## config.mk

```make
export PLATFORM = sky130hd
export DESIGN_NAME = shared_bus_datapath
export DESIGN_NICKNAME = d
export VERILOG_FILES = /design/src/rtl/shared_bus_datapath.sv
export SDC_FILE = /design/constraint.sdc
export NUM_CORES = 1
export LEC_CHECK = 0
export ABC_AREA = 1
export ABC_CLOCK_PERIOD_IN_PS = 3450
export BUFFER_PORTS_ARGS = -buffer_cell sky130_fd_sc_hd__buf_4
export CORE_AREA = 10 10 191 175
export DETAILED_ROUTE_END_ITERATION = 16
export DIE_AREA = 0 0 201 185
export GPL_TIMING_DRIVEN = 0
export PLACE_DENSITY = 0.67
export SLEW_MARGIN = 15
export SYNTH_ARGS = -nofsm -noshare
export SYNTH_HDL_FRONTEND = slang
export SYNTH_SLANG_ARGS = --single-unit
```

## constraint.sdc

```tcl
create_clock -name clk -period 3.45 [get_ports clk]
set_input_delay 0.1725 -clock clk [delete_from_list [all_inputs] [get_ports clk]]
set_output_delay 0.1725 -clock clk [all_outputs]
set_load 0.005 [all_outputs]
```

## src/rtl/shared_bus_datapath.sv

```systemverilog
module shared_bus_datapath #(
  parameter int W    = 16,
  parameter int NREG = 8
) (
  input  logic         clk,
  input  logic         rst,
  input  logic         pc_rd,
  input  logic         pc_wr,
  input  logic         ir_wr,
  input  logic         rf_rd,
  input  logic         rf_wr,
  input  logic         rf_sel,
  input  logic         y_wr,
  input  logic         alu_src2,
  input  logic [1:0]   alu_op,
  input  logic         z_rd,
  input  logic         z_wr,
  input  logic         mar_wr,
  input  logic         mdr_rd,
  input  logic         mdr_wr,
  input  logic         mdr_ld_mem,
  input  logic         mem_wait,
  input  logic [W-1:0] mem_rdata,
  output logic [W-1:0] mem_addr,
  output logic [W-1:0] mem_wdata,
  output logic [W-1:0] ir_q,
  output logic [2:0]   flags,
  output logic [W-1:0] bus,
  output logic         bus_conflict
);
  localparam int AW    = $clog2(NREG);
  localparam int F1_HI = W - 5;
  localparam int F2_HI = F1_HI - AW;
  localparam logic [1:0] OP_ADD = 2'b00;
  localparam logic [1:0] OP_SUB = 2'b01;
  localparam logic [1:0] OP_AND = 2'b10;

  logic [W-1:0] pc_q, y_q, z_q, mar_q, mdr_q, ir_r;
  logic [W-1:0] rf [NREG];
  logic [AW-1:0] rf_addr;
  logic [W-1:0] rf_out, alu_b, alu_res;
  logic [W:0]   sum;
  logic [3:0]   drv;
  logic         multi, flag_upd;

  assign drv          = {z_rd, mdr_rd, rf_rd, pc_rd};
  assign multi        = (drv & (drv - 4'd1)) != 4'd0;
  assign bus_conflict = multi;

  assign rf_addr = rf_sel ? ir_r[F2_HI -: AW] : ir_r[F1_HI -: AW];
  assign rf_out  = rf[rf_addr];

  always_comb begin
    bus = '0;
    if (!multi) begin
      if (pc_rd)  bus = pc_q;
      if (rf_rd)  bus = rf_out;
      if (mdr_rd) bus = mdr_q;
      if (z_rd)   bus = z_q;
    end
  end

  assign alu_b = alu_src2 ? y_q : W'(1);
  assign sum   = {1'b0, bus} + {1'b0, alu_b};

  always_comb begin
    case (alu_op)
      OP_ADD:  alu_res = sum[W-1:0];
      OP_SUB:  alu_res = bus - alu_b;
      OP_AND:  alu_res = bus & alu_b;
      default: alu_res = bus | alu_b;
    endcase
  end

  assign flag_upd = z_wr && (alu_op == OP_ADD) && alu_src2;

  always_ff @(posedge clk) begin
    if (rst) begin
      pc_q  <= '0;
      ir_r  <= '0;
      y_q   <= '0;
      z_q   <= '0;
      mar_q <= '0;
      mdr_q <= '0;
      flags <= '0;
      for (int i = 0; i < NREG; i++) rf[i] <= '0;
    end else begin
      if (pc_wr)  pc_q  <= bus;
      if (ir_wr)  ir_r  <= bus;
      if (y_wr)   y_q   <= bus;
      if (z_wr)   z_q   <= alu_res;
      if (mar_wr) mar_q <= bus;
      if (rf_wr)  rf[rf_addr] <= bus;
      if (mdr_ld_mem && !mem_wait) mdr_q <= mem_rdata;
      else if (mdr_wr)             mdr_q <= bus;
      if (flag_upd) flags <= {sum[W], sum[W-1], sum[W-1:0] == '0};
    end
  end

  assign mem_addr  = mar_q;
  assign mem_wdata = mdr_q;
  assign ir_q      = ir_r;

  AST_IDLE_BUS_ZERO: assert property (@(posedge clk) disable iff (rst)
    (drv == 4'd0) |-> (bus == '0));
  AST_CONFLICT_FLAGGED: assert property (@(posedge clk) disable iff (rst)
    ($countones(drv) > 1) |-> (bus_conflict && bus == '0));
  AST_SINGLE_NO_CONFLICT: assert property (@(posedge clk) disable iff (rst)
    $onehot0(drv) |-> !bus_conflict);
  AST_PC_HOLD: assert property (@(posedge clk) disable iff (rst)
    !pc_wr |=> $stable(pc_q));
  AST_MAR_HOLD: assert property (@(posedge clk) disable iff (rst)
    !mar_wr |=> $stable(mem_addr));
  AST_MDR_WAIT_HOLD: assert property (@(posedge clk) disable iff (rst)
    (mdr_ld_mem && mem_wait && !mdr_wr) |=> $stable(mem_wdata));
  AST_FLAGS_HOLD: assert property (@(posedge clk) disable iff (rst)
    !(z_wr && alu_op == 2'b00 && alu_src2) |=> $stable(flags));
  AST_IR_HOLD: assert property (@(posedge clk) disable iff (rst)
    !ir_wr |=> $stable(ir_q));
endmodule

```

* Yosys cells after proc, flatten, opt, wreduce, memory -nomap -nowiden
Memories as Yosys holds them, arrays and structs flattened.
Index checks and enable logic that the tools add are counted.
** Operators by class
- Add/sub/neg operators :: 3
- Eq/ne operators :: 2
- Muxes and demuxes :: 18
- Bitwise gates (word level) :: 3
- Reduce and logical (&&, ||, !) cells :: 9
** Operators by type and width (number)
- two-way mux 16 bit :: 9
- case mux 16 bit (3 select lines) :: 1
- adder 16 x 16 -> 17 bit :: 1
- AND 16 bit :: 1
- zero test 16 bit :: 1
- bitwise OR 16 bit :: 1
- OR reduction 16 bit :: 1
- subtractor 16 bit :: 1
- two-way mux 1 bit :: 6
- two-way mux 3 bit :: 2
- AND 4 bit :: 1
- nonzero test 4 bit :: 1
- subtractor 4 x 1 -> 4 bit, second input constant :: 1
- logical AND 1 bit :: 3
- == test 2 x 1 -> 1 bit, second input constant :: 1
- == test 2 bit, second input constant :: 1
- zero test 2 bit :: 1
- nonzero test 2 bit :: 1
- zero test 1 bit :: 1
** Storage, ports and cells
- Bits in registers :: 99
- Memory bits (writable) :: 128
- Input bits :: 35
- Output and inout port bits :: 68
- Word-level logic and storage cells :: 43
- Memories kept :: 1
** Memory list
- rf :: words 8, width 16, rd ports 1, clocked after Yosys merged registers in 0, write ports 8, line 39 : logic [W-1:0] rf [NREG];

* Depth between registers and ports, before layout
Gate-level depths: netlist of the first run.
An unclocked memory read counts as a cell.
- Depth in word-level cells :: 8
- Gate-level depth with buffers :: 32
- Depth with buffers taken out :: 29

* Worst setup path after synthesis of the first run
OpenSTA, ideal clock, no wires.
- Path type :: flip-flop to flip-flop
- Start point :: reg ir_r[10] (netlist: ir_q[10])
- End point :: reg flags[0]
- Setup time :: 70 ps
- Data arrival time :: 3049 ps
- Required time :: 3380 ps
- Setup slack :: 331 ps
- Stages on the path, launching flop included :: 27
- Buffers on the path :: 2
- Clock period less this slack :: 3119 ps
- Cell sequence :: dfxtp_1 -> inv_1 -> o21ai_2 -> buf_2 -> nand2_1 -> nand2_1 -> nand2_1 -> nand2_1 -> nand2_1 -> nand3_1 -> nand2_1 -> nand2_2 -> buf_6 -> inv_1 -> ha_1 -> fa_1 -> nand3_1 -> nand2_1 -> nand2_1 -> nand2_1 -> nand2_1 -> nand3_1 -> nand2_1 -> nand2_1 -> nor2_1 -> nand3_1 -> a21oi_1
** On the way
- Cells in the longest elaborated chain, start to end :: 8
** Ends and longest elaborated chain
- start, declared :: line 38 : logic [W-1:0] pc_q, y_q, z_q, mar_q, mdr_q, ir_r;
- start signal, assigned :: line 89 : if (ir_wr) ir_r <= bus;
- two-way mux 3 bit :: line 50 : assign rf_addr = rf_sel ? ir_r[F2_HI -: AW] : ir_r[F1_HI -: AW];
- memory read (8 x 16 bit)
- two-way mux 16 bit :: line 57 : if (rf_rd) bus = rf_out;
- two-way mux 16 bit :: line 58 : if (mdr_rd) bus = mdr_q;
- two-way mux 16 bit :: line 59 : if (z_rd) bus = z_q;
- two-way mux 16 bit :: line 55 : if (!multi) begin
- named net bus[0] :: line 28 : output logic [W-1:0] bus,
- adder 16 x 16 -> 17 bit :: line 64 : assign sum = {1'b0, bus} + {1'b0, alu_b};
- zero test 16 bit :: line 96 : if (flag_upd) flags <= {sum[W], sum[W-1], sum[W-1:0] == '0};
- end signal, assigned :: line 96
- end, declared :: line 27 : output logic [2:0] flags,
The timed path passes the listed nets, and every way through them passes these cells.
A chain may end at the register's enable or synchronous reset.

* Final worst setup path of the first run
- Start point :: reg ir_r[6] (netlist: ir_q[6])
- End point :: reg flags[0]
** On the way
- Cells in the longest elaborated chain, start to end :: 8
** Ends and longest elaborated chain (line)
- two-way mux 3 bit :: 50
- memory read (8 x 16 bit)
- two-way mux 16 bit :: 57
- two-way mux 16 bit :: 58
- two-way mux 16 bit :: 59
- two-way mux 16 bit :: 55
- adder 16 x 16 -> 17 bit :: 64
- zero test 16 bit :: 96
No other way between the ends.

==> impl_metrics.toml, run 1 <==
[global_route]
grt_pass1_vias = 12200
antenna_found_initial = 0
overflow = 0
grt_pass1_wl_um = 69400
grt_usage = 0.238
grt_max_degree = 17

[placed_design]
detailed_place_hpwl_um = 32800
numPortBuffers = 96
gp_congestion = 0.970
place_area_sq_mm = 0.0143

[routing]
antenna_left = 0
wl_per_cell_um = 19.8
vias = 13300
drc = 0
drt_iter0_drc = 1665
wl_um = 47900
vias_per_cell = 5.48
dr.pass1.iters = 6

[sta]
relSlewSlack = 0.435
maxSlewViolCount = 0
hold_ws_ns = 0.00958
final.min_clock_period_ns = 3.50
final-setup-viol-count = 1
tightest_slew_ns = 0.847
hold_violations = 0
max_clock_freq_mhz = 286
period_share = 1.01
layout_setup_ws_ns = -0.0494
finalClockSkew_ns = 0.0139
rsz0062_at_grt = "yes"

[worst_setup_path]
r2r-start = "ir_q[6]"
path_max_fanout = 10
startpoint_type = "flip-flop"
cp-end-kind = "flip-flop"
endpoint = "flags[0]"
criticalPathCategory = "flip-flop to flip-flop"
critPathSlowestCell = "dfxtp_4"
cp.arrival_ns = 3.94
ff2ff_path_depth = 27
startpoint = "ir_q[6]"
regToRegSetupSlack_ns = -0.05
cpPeakStageDelay_ns = 0.38
r2r_end = "flags[0]"
cpMostUsedCell = "nand2_1"
required_ns = 3.89

[layout]
num_antenna_cells = 0
nNetsFinal = 2084
layout-drive-gt1-share = 0.266
layout_common_cells = "nand2_1 (442), nor2_1 (195), buf_4 (185)"
final_common_cell = "nand2_1"
finalInstanceArea_sq_mm = 0.0174
syn2layout_area_growth_pct = 32.4

[clock_network]
root_buffer = "clkbuf_16"
cts_sinks = 227
htreeDepth = 1
clock_path_buffers = 3
cts_made_buffers = 24
path_clk_slew_ns = 0.06
clk_latency_ns = 0.52
tritoncts = "yes"

[synthesis]
async_reset_ff_frac = 0
avgSynthCellArea_sq_um = 7.37
synth_cell_types = 42
ys_warn_count = 0
ys.flop_type = "edfxtp_1"
synth_edf_count = 128
synth-seq-cells = 227
synth_area_sq_mm = 0.0131
syn-instance-count = 1779
ys_seq_area_frac = 0.444
synth_fp_nets = 1863

[power_and_ir_drop]
p_total_w = 0.00738
powerDensity_mw_per_mm2 = 425
ir_worst_vdd_mv = 0.329
p_leak_nw = 7.78

[floorplan]
core_area_sq_mm = 0.0295
io_pins = 103
start_util = 0.444
die_x_um = 201
dieArea_sq_mm = 0.0372
die_h_um = 185
num_rows = 60

[status]
violations = "setup timing"
run_status = "finished with violations"

[run]
drv_cap = 0

[hold_path]
hold_class = "primary input to flip-flop"
-- Yosys cell counts (all sizes together) (3+ instances only) --
cell | instances | area, sq um
nand3 | 159 | 796
inv | 188 | 708
clkinv | 5 | 18.8
nand2 | 544 | 2120
ha | 47 | 588
edfxtp | 128 | 3840
o21bai | 4 | 30.0
a211oi | 3 | 22.5
o21ai | 91 | 459
a21oi | 133 | 666
clkbuf | 59 | 221
dfxtp | 99 | 1980
nand4 | 12 | 75.1
and2 | 4 | 25.0
nor2 | 221 | 872
nand3b | 11 | 82.6
nor3 | 7 | 35.0
xor2 | 3 | 26.3
buf | 42 | 369
o211ai | 4 | 30.0
-- layer usage --
layer  GRT usage  vias to the layer above  wire length, um
li1            -                     6176                -
met1       0.325                     6280            19800
met2       0.383                      718            22100
met3      0.0353                       95             4740
met4      0.0705                        0             1230
met5           0                        -                0
-- registers in the layout, indices dropped and copies added, names as in the netlist --
signal	count
mem_addr	16
pc_q	16
y_q	16
flags	3
rf	128
ir_q	16
mem_wdata	16
z_q	16
-- layout make-up --
type | instances | area (sq um)
Buffer | 87 | 709
Clock buffer | 30 | 707
Clock inverter | 14 | 72.6
Fill cell | 2593 | 12100
Inverter | 193 | 757
Multi-Input combinational cell | 1259 | 7040
Sequential cell | 227 | 5840
Tap cell | 403 | 504
Timing Repair Buffer | 208 | 1730
-- worst min path at each step --
stage | from | end | slack [ns] | depth (start not counted)
4_1_cts | mem_rdata[13] | mem_wdata[13] | 0.001 | 5
5_1_grt | mem_rdata[11] | mem_wdata[11] | 0.04 | 5
3_3_place_gp | z_q[15] | z_q[15] | 0.46 | 2
6_report | mem_rdata[11] | mem_wdata[11] | 0.01 | 5
3_5_place_dp | z_q[15] | z_q[15] | 0.47 | 2
2_1_floorplan | pc_wr | pc_q[0] | 0.36 | 2
-- what timing repair did --
item / CTS / global route
hold buffers: 9 / 0
setup endpoints to repair: 17 / 16
gates cloned: 1 / 7
setup buffers: 36 / 60
pin swaps: 31 / 88
endpoints found under the hold margin: 12 / 0
resized for setup: 144 / 221
-- cell families (layout without fill, tap and decap cells) --
| family | count (synthesis) | after routing | share of synthesized area |
|---|---|---|---|
| AO/OA/AOI/OAI | 244 | 244 | 0.0973 |
| adder cells (fa/ha/maj) | 49 | 49 | 0.0479 |
| XOR/XNOR | 4 | 4 | 0.00267 |
| buffers and inverters | 294 | 532 | 0.101 |
| AND/OR/NAND/NOR | 961 | 962 | 0.307 |
| flip-flops | 227 | 227 | 0.444 |
-- critical path, delay by kind of cell (launching register included) --
kind	cells	cell delay [ns]
buffers and inverters	6	0.67
AOI/OAI and AO/OA	1	0.14
and+or+nand+nor	19	1.90
DFF	1	0.38
adders and majority gates	1	0.32
-- power breakdown --
part           total, W  switching, W  internal, W
Combinational   0.00178       0.00111     0.000677
Clock           0.00253       0.00108      0.00145
Sequential      0.00307     0.0000750      0.00299
-- through the flow --
step	instances	setup slack (ns)	util	TNS [ns]
after floorplan	1779	0.331	-	0
after global placement	2278	-0.650	0.486	-7.88
after detailed placement	2278	-0.650	0.486	-8.24
after CTS	2357	0.00423	0.543	0
after global routing	2421	-0.185	0.588	-0.827
final	2421	-0.0494	0.588	-0.0494
(Power assumes the default switching activity.)
==> run 2: changes to the inputs <==
- CORE_AREA: 10 10 191 175 -> 10 10 166 153
- DIE_AREA: 0 0 201 185 -> 0 0 176 163
- PLACE_DENSITY: 0.67 -> 0.8
==> impl_metrics.toml, run 2 (synthesis gave the netlist of run 1 again) <==
[global_route]
overflow = 0
grt_pass1_wl_um = 68900
grt_max_degree = 17
grt_usage = 0.306
antenna_found_initial = 0
grt_pass1_vias = 12300

[floorplan]
io_pins = 103
die_h_um = 163
core_area_sq_mm = 0.0220
num_rows = 52
die_x_um = 176
dieArea_sq_mm = 0.0287
start_util = 0.596

[layout]
regMostFlops = "rf"
nNetsFinal = 2081
finalInstanceArea_sq_mm = 0.0170
multi_input_area_sq_mm = 0.00687
regArea_sq_mm = 0.00584
final_common_cell = "nand2_1"
syn2layout_area_growth_pct = 29.8
nFillCells = 1598
layout_common_cells = "nand2_1 (453), nor2_1 (196), buf_4 (180)"
fin_cells = 2311
num_antenna_cells = 0
largest_register_ffs = 128
layout-drive-gt1-share = 0.243

[power_and_ir_drop]
ir_worst_vdd_mv = 0.436
switching_power_w = 0.00227
p_int_w = 0.00514
combPwrFrac = 0.231
switching_share = 0.307
seqPwrFrac = 0.414
p_total_w = 0.00741
pwr-share-clk = 0.355
powerDensity_mw_per_mm2 = 436
p_leak_nw = 7.75

[sta]
final-setup-viol-count = 2
layout_setup_ws_ns = -0.0489
hold_violations = 0
maxSlewViolCount = 0
final.min_clock_period_ns = 3.50
period_share = 1.01
rsz0062_at_grt = "yes"
relSlewSlack = 0.473
max_clock_freq_mhz = 286
finalClockSkew_ns = 0.0200
tightest_slew_ns = 0.790
setup_tns_ns = -0.0789

[routing]
wl_um = 46600
antenna_left = 0
drc = 0
vias = 13300
dr.pass1.iters = 7
vias_per_cell = 5.77
drt_iter0_drc = 1995
wl_per_cell_um = 20.2

[worst_setup_path]
ff2ff_path_depth = 25
path_max_fanout = 5
regToRegSetupSlack_ns = -0.05
startpoint_type = "flip-flop"
r2r_end = "flags[0]"
cp-end-kind = "flip-flop"
endpoint = "flags[0]"
required_ns = 3.92
r2r-start = "ir_q[6]"
criticalPathCategory = "flip-flop to flip-flop"
cp.arrival_ns = 3.97
startpoint = "ir_q[6]"

[hold_path]
hold_class = "primary input to flip-flop"

[placed_design]
dp.cells = 2172
dp_slack_ns = -0.679
place_area_sq_mm = 0.0142
gp_congestion = 1.01
detailed_place_hpwl_um = 31700
numPortBuffers = 96

[clock_network]
htreeDepth = 1
cts_sinks = 227
root_buffer = "clkbuf_16"
path_clk_slew_ns = 0.06
clk_latency_ns = 0.55
tritoncts = "yes"
cts_made_buffers = 25
clock_path_buffers = 3

[run]
drv_cap = 0

[status]
violations = "setup timing"
run_status = "finished with violations"
==> run 2: layout make-up <==
cell class | count | area share
Clock buffer | 32 | 0.0407
Sequential cell | 227 | 0.343
Clock inverter | 12 | 0.00632
Multi-Input combinational cell | 1258 | 0.404
Tap cell | 297 | 0.0218
Buffer | 88 | 0.0409
Inverter | 193 | 0.0435
Timing Repair Buffer | 204 | 0.0998
==> run 2: timing repair <==
action / in CTS / in global routing
endpoints found under the hold margin: 21 / 0
gates cloned: 1 / 4
gates resized for setup: 144 / 167
setup endpoints to repair: 17 / 17
hold buffers: 18 / 0
pin swaps: 25 / 68
buffers inserted: 31 / 54
==> run 2: power groups by stage <==
stage | sequential, W | clock (W) | combinational [W]
finish | 0.00307 | 0.00263 | 0.00171
global route | 0.00308 | 0.00273 | 0.00183
global placement | 0.00311 | 0 | 0.00125
detailed placement | 0.00312 | 0 | 0.00127
CTS | 0.00306 | 0.00261 | 0.00145
floorplan | 0.00310 | 0 | 0.000822
==> run 2: how the worst min path moves through the flow <==
stage                  start       endpoint  cells past startpoint
3_3_place_gp        flags[0]       flags[0]                      2
3_5_place_dp        flags[0]       flags[0]                      2
2_1_floorplan          pc_wr        pc_q[0]                      2
4_1_cts         mem_rdata[4]   mem_wdata[4]                      5
5_1_grt        mem_rdata[15]  mem_wdata[15]                      5
6_report        mem_rdata[4]   mem_wdata[4]                      5
==> run 2: metrics by stage <==
stage	utilization	hold WS (ns)
2_1_floorplan	-	0.362
5_1_grt	0.774	0.0137
3_3_place_gp	0.646	0.458
3_5_place_dp	0.646	0.466
6_report	0.774	0.00807
4_1_cts	0.725	0.00112
==> run 2: layer usage <==
| layer | vias up | GRT usage | wire length (um) |
|---|---|---|---|
| met2 | 795 | 0.498 | 21500 |
| met4 | 0 | 0.107 | 1800 |
| met3 | 136 | 0.0482 | 5200 |
| met1 | 6240 | 0.407 | 18100 |
| li1 | 6173 | - | - |
| met5 | - | 0 | 0 |
==> run 2: critical path, cell delays in order, from the launching register on <==
cell,delay [ns]
dfxtp_4,0.40
inv_2,0.06
nand2_4,0.09
nand2_8,0.10
buf_8,0.15
nand2_4,0.05
nand3_2,0.09
nand2_2,0.09
inv_2,0.07
nand2_2,0.08
nand2_2,0.06
nand3_2,0.10
nand2_2,0.08
nand2_4,0.11
buf_12,0.13
clkinvlp_4,0.14
fa_2,0.48
xnor2_2,0.20
nand2_1,0.10
nor2_2,0.13
nand3_1,0.09
nor2_1,0.10
nand3_1,0.13
nor2_2,0.14
nand3_2,0.11
a21oi_2,0.15
==> run 3: changes to the inputs <==
- CELL_PAD_IN_SITES_DETAIL_PLACEMENT: not set -> 0
- CELL_PAD_IN_SITES_GLOBAL_PLACEMENT: not set -> 1
- CORE_AREA: 10 10 166 153 -> 10 10 191 175
- DIE_AREA: 0 0 176 163 -> 0 0 201 185
- PLACE_DENSITY: 0.8 -> not set
- PLACE_DENSITY_LB_ADDON: not set -> 0.1
==> impl_metrics.toml, run 3 (synthesis gave the netlist of run 1 again) <==
[worst_setup_path]
startpoint_type = "flip-flop"
required_ns = 3.91
criticalPathCategory = "flip-flop to flip-flop"
regToRegSetupSlack_ns = 0.009
cp.arrival_ns = 3.90
ff2ff_path_depth = 25
r2r_end = "flags[0]"
cp-end-kind = "flip-flop"
r2r-start = "ir_q[6]"
path_max_fanout = 6

[sta]
final-setup-viol-count = 0
hold_violations = 0
final.min_clock_period_ns = 3.44
maxSlewViolCount = 0
max_clock_freq_mhz = 291
finalClockSkew_ns = 0.0137
layout_setup_ws_ns = 0.00930
period_share = 0.997
rsz0062_at_grt = "yes"
relSlewSlack = 0.415
tightest_slew_ns = 0.878

[routing]
dr.pass1.iters = 5
antenna_left = 0
vias = 12800
vias_per_cell = 5.26
drt_iter0_drc = 1274
drc = 0
wl_um = 48100
wl_per_cell_um = 19.8

[placed_design]
place_area_sq_mm = 0.0143
numPortBuffers = 96
detailed_place_hpwl_um = 33900
dp_slack_ns = -0.726
gp_congestion = 0.934

[clock_network]
cts_made_buffers = 26
clk_latency_ns = 0.53
clock_path_buffers = 3
htreeDepth = 1
root_buffer = "clkbuf_16"
path_clk_slew_ns = 0.06
cts_sinks = 227
tritoncts = "yes"

[layout]
largest_register_ffs = 128
syn2layout_area_growth_pct = 33.4
nNetsFinal = 2089
layout-drive-gt1-share = 0.259
layout_common_cells = "nand2_1 (438), nor2_1 (198), buf_4 (187)"
final_common_cell = "nand2_1"
finalInstanceArea_sq_mm = 0.0175
num_antenna_cells = 0
regMostFlops = "rf"

[floorplan]
dieArea_sq_mm = 0.0372
io_pins = 103
die_x_um = 201
core_area_sq_mm = 0.0295
num_rows = 60
start_util = 0.444
die_h_um = 185

[hold_path]
min_to = "mem_wdata[6]"
hold_class = "primary input to flip-flop"
hold_start = "mem_rdata[6]"
holdPathStages = 5

[power_and_ir_drop]
ir_worst_vdd_mv = 0.340
powerDensity_mw_per_mm2 = 443
p_leak_nw = 7.92

[global_route]
grt_usage = 0.246
grt_pass1_wl_um = 70800
grt_max_degree = 17
busiest_layer = "met2"
use_met3 = 0.0514
gr-usage-met1 = 0.336
grtUsageMet2 = 0.393
antenna_found_initial = 0
overflow = 0
grt_pass1_vias = 11900

[run]
drv_cap = 0

[status]
run_status = "finished clean"
-- run 3: cell count changes in the layout (fill, tap and decap cells not counted), moves of 4 or more --
cell,previous run,this run
a21oi_1,121,117
buf_4,180,187
clkbuf_1,52,56
nand2_1,453,438
nand2_2,62,68
nand2_4,24,33
nand3_1,128,120
nand3_2,29,34
-- run 3: layer usage --
metal / vias to the layer above / wire [um]
li1: 6192 / -
met1: 6010 / 21400
met2: 502 / 21500
met3: 76 / 4020
met4: 0 / 1130
met5: - / 0
-- run 3: worst max path at each step --
stage | cells after the start | startpoint | endpoint | slack, ns
after floorplan | 26 | ir_q[10] | flags[0] | 0.33
after global placement | 26 | ir_q[10] | flags[0] | -0.73
after detailed placement | 26 | ir_q[10] | flags[0] | -0.73
after CTS | 26 | ir_q[9] | flags[0] | -0.02
after global routing | 25 | ir_q[6] | flags[0] | -0.12
final | 25 | ir_q[6] | flags[0] | 0.009
-- run 3: worst max-delay path, stage by stage (launching register included) --
cell and delay (ns):
dfxtp_4 0.39, inv_4 0.04, nand2_4 0.08, nand2_8 0.09
buf_12 0.14, buf_16 0.12, nand2_1 0.06, nand3_2 0.08
nand2_2 0.06, inv_2 0.07, nand2_2 0.07, nand2_1 0.06
nand3_2 0.14, nand2_4 0.09, nand2_8 0.12, clkinvlp_4 0.16
fa_2 0.48, xnor2_2 0.19, nand2_1 0.07, nor2_1 0.14
nand3_1 0.10, nor2_2 0.13, nand3_2 0.10, nor2_4 0.11
nand3_2 0.11, a21oi_2 0.14
-- run 3: metrics by stage --
step,cells,TNS (ns),power (W),util,hold slack [ns]
5_1_grt,2428,-0.708,0.00803,0.593,0.0516
4_1_cts,2378,-0.0201,0.00751,0.555,0.00379
2_1_floorplan,1779,0,0.00392,-,0.362
3_3_place_gp,2278,-8.58,0.00440,0.486,0.460
3_5_place_dp,2278,-8.83,0.00441,0.486,0.460
6_report,2428,0,0.00775,0.593,0.0150
-- run 3: area by class of cell --
cell class                      count  area [sq um]
Tap cell                          403           504
Timing Repair Buffer              211          1720
Buffer                             88           693
Clock buffer                       40           774
Clock inverter                      8           143
Sequential cell                   227          5840
Inverter                          193           751
Multi-Input combinational cell   1258          7060
Fill cell                        2729         12000
-- run 3: where the power goes --
part           internal, W  switching (W)  leakage [nW]
combinational     0.000659        0.00109          5.32
sequential         0.00299      0.0000730          2.15
clock              0.00184        0.00110         0.449
-- run 3: repair_timing --
item,in CTS,in global routing
resized for setup,149,207
endpoints found under the setup margin,18,17
hold endpoints to repair,23,0
cloned,2,2
pin swaps,24,89
hold buffers,20,0
buffers inserted,40,51
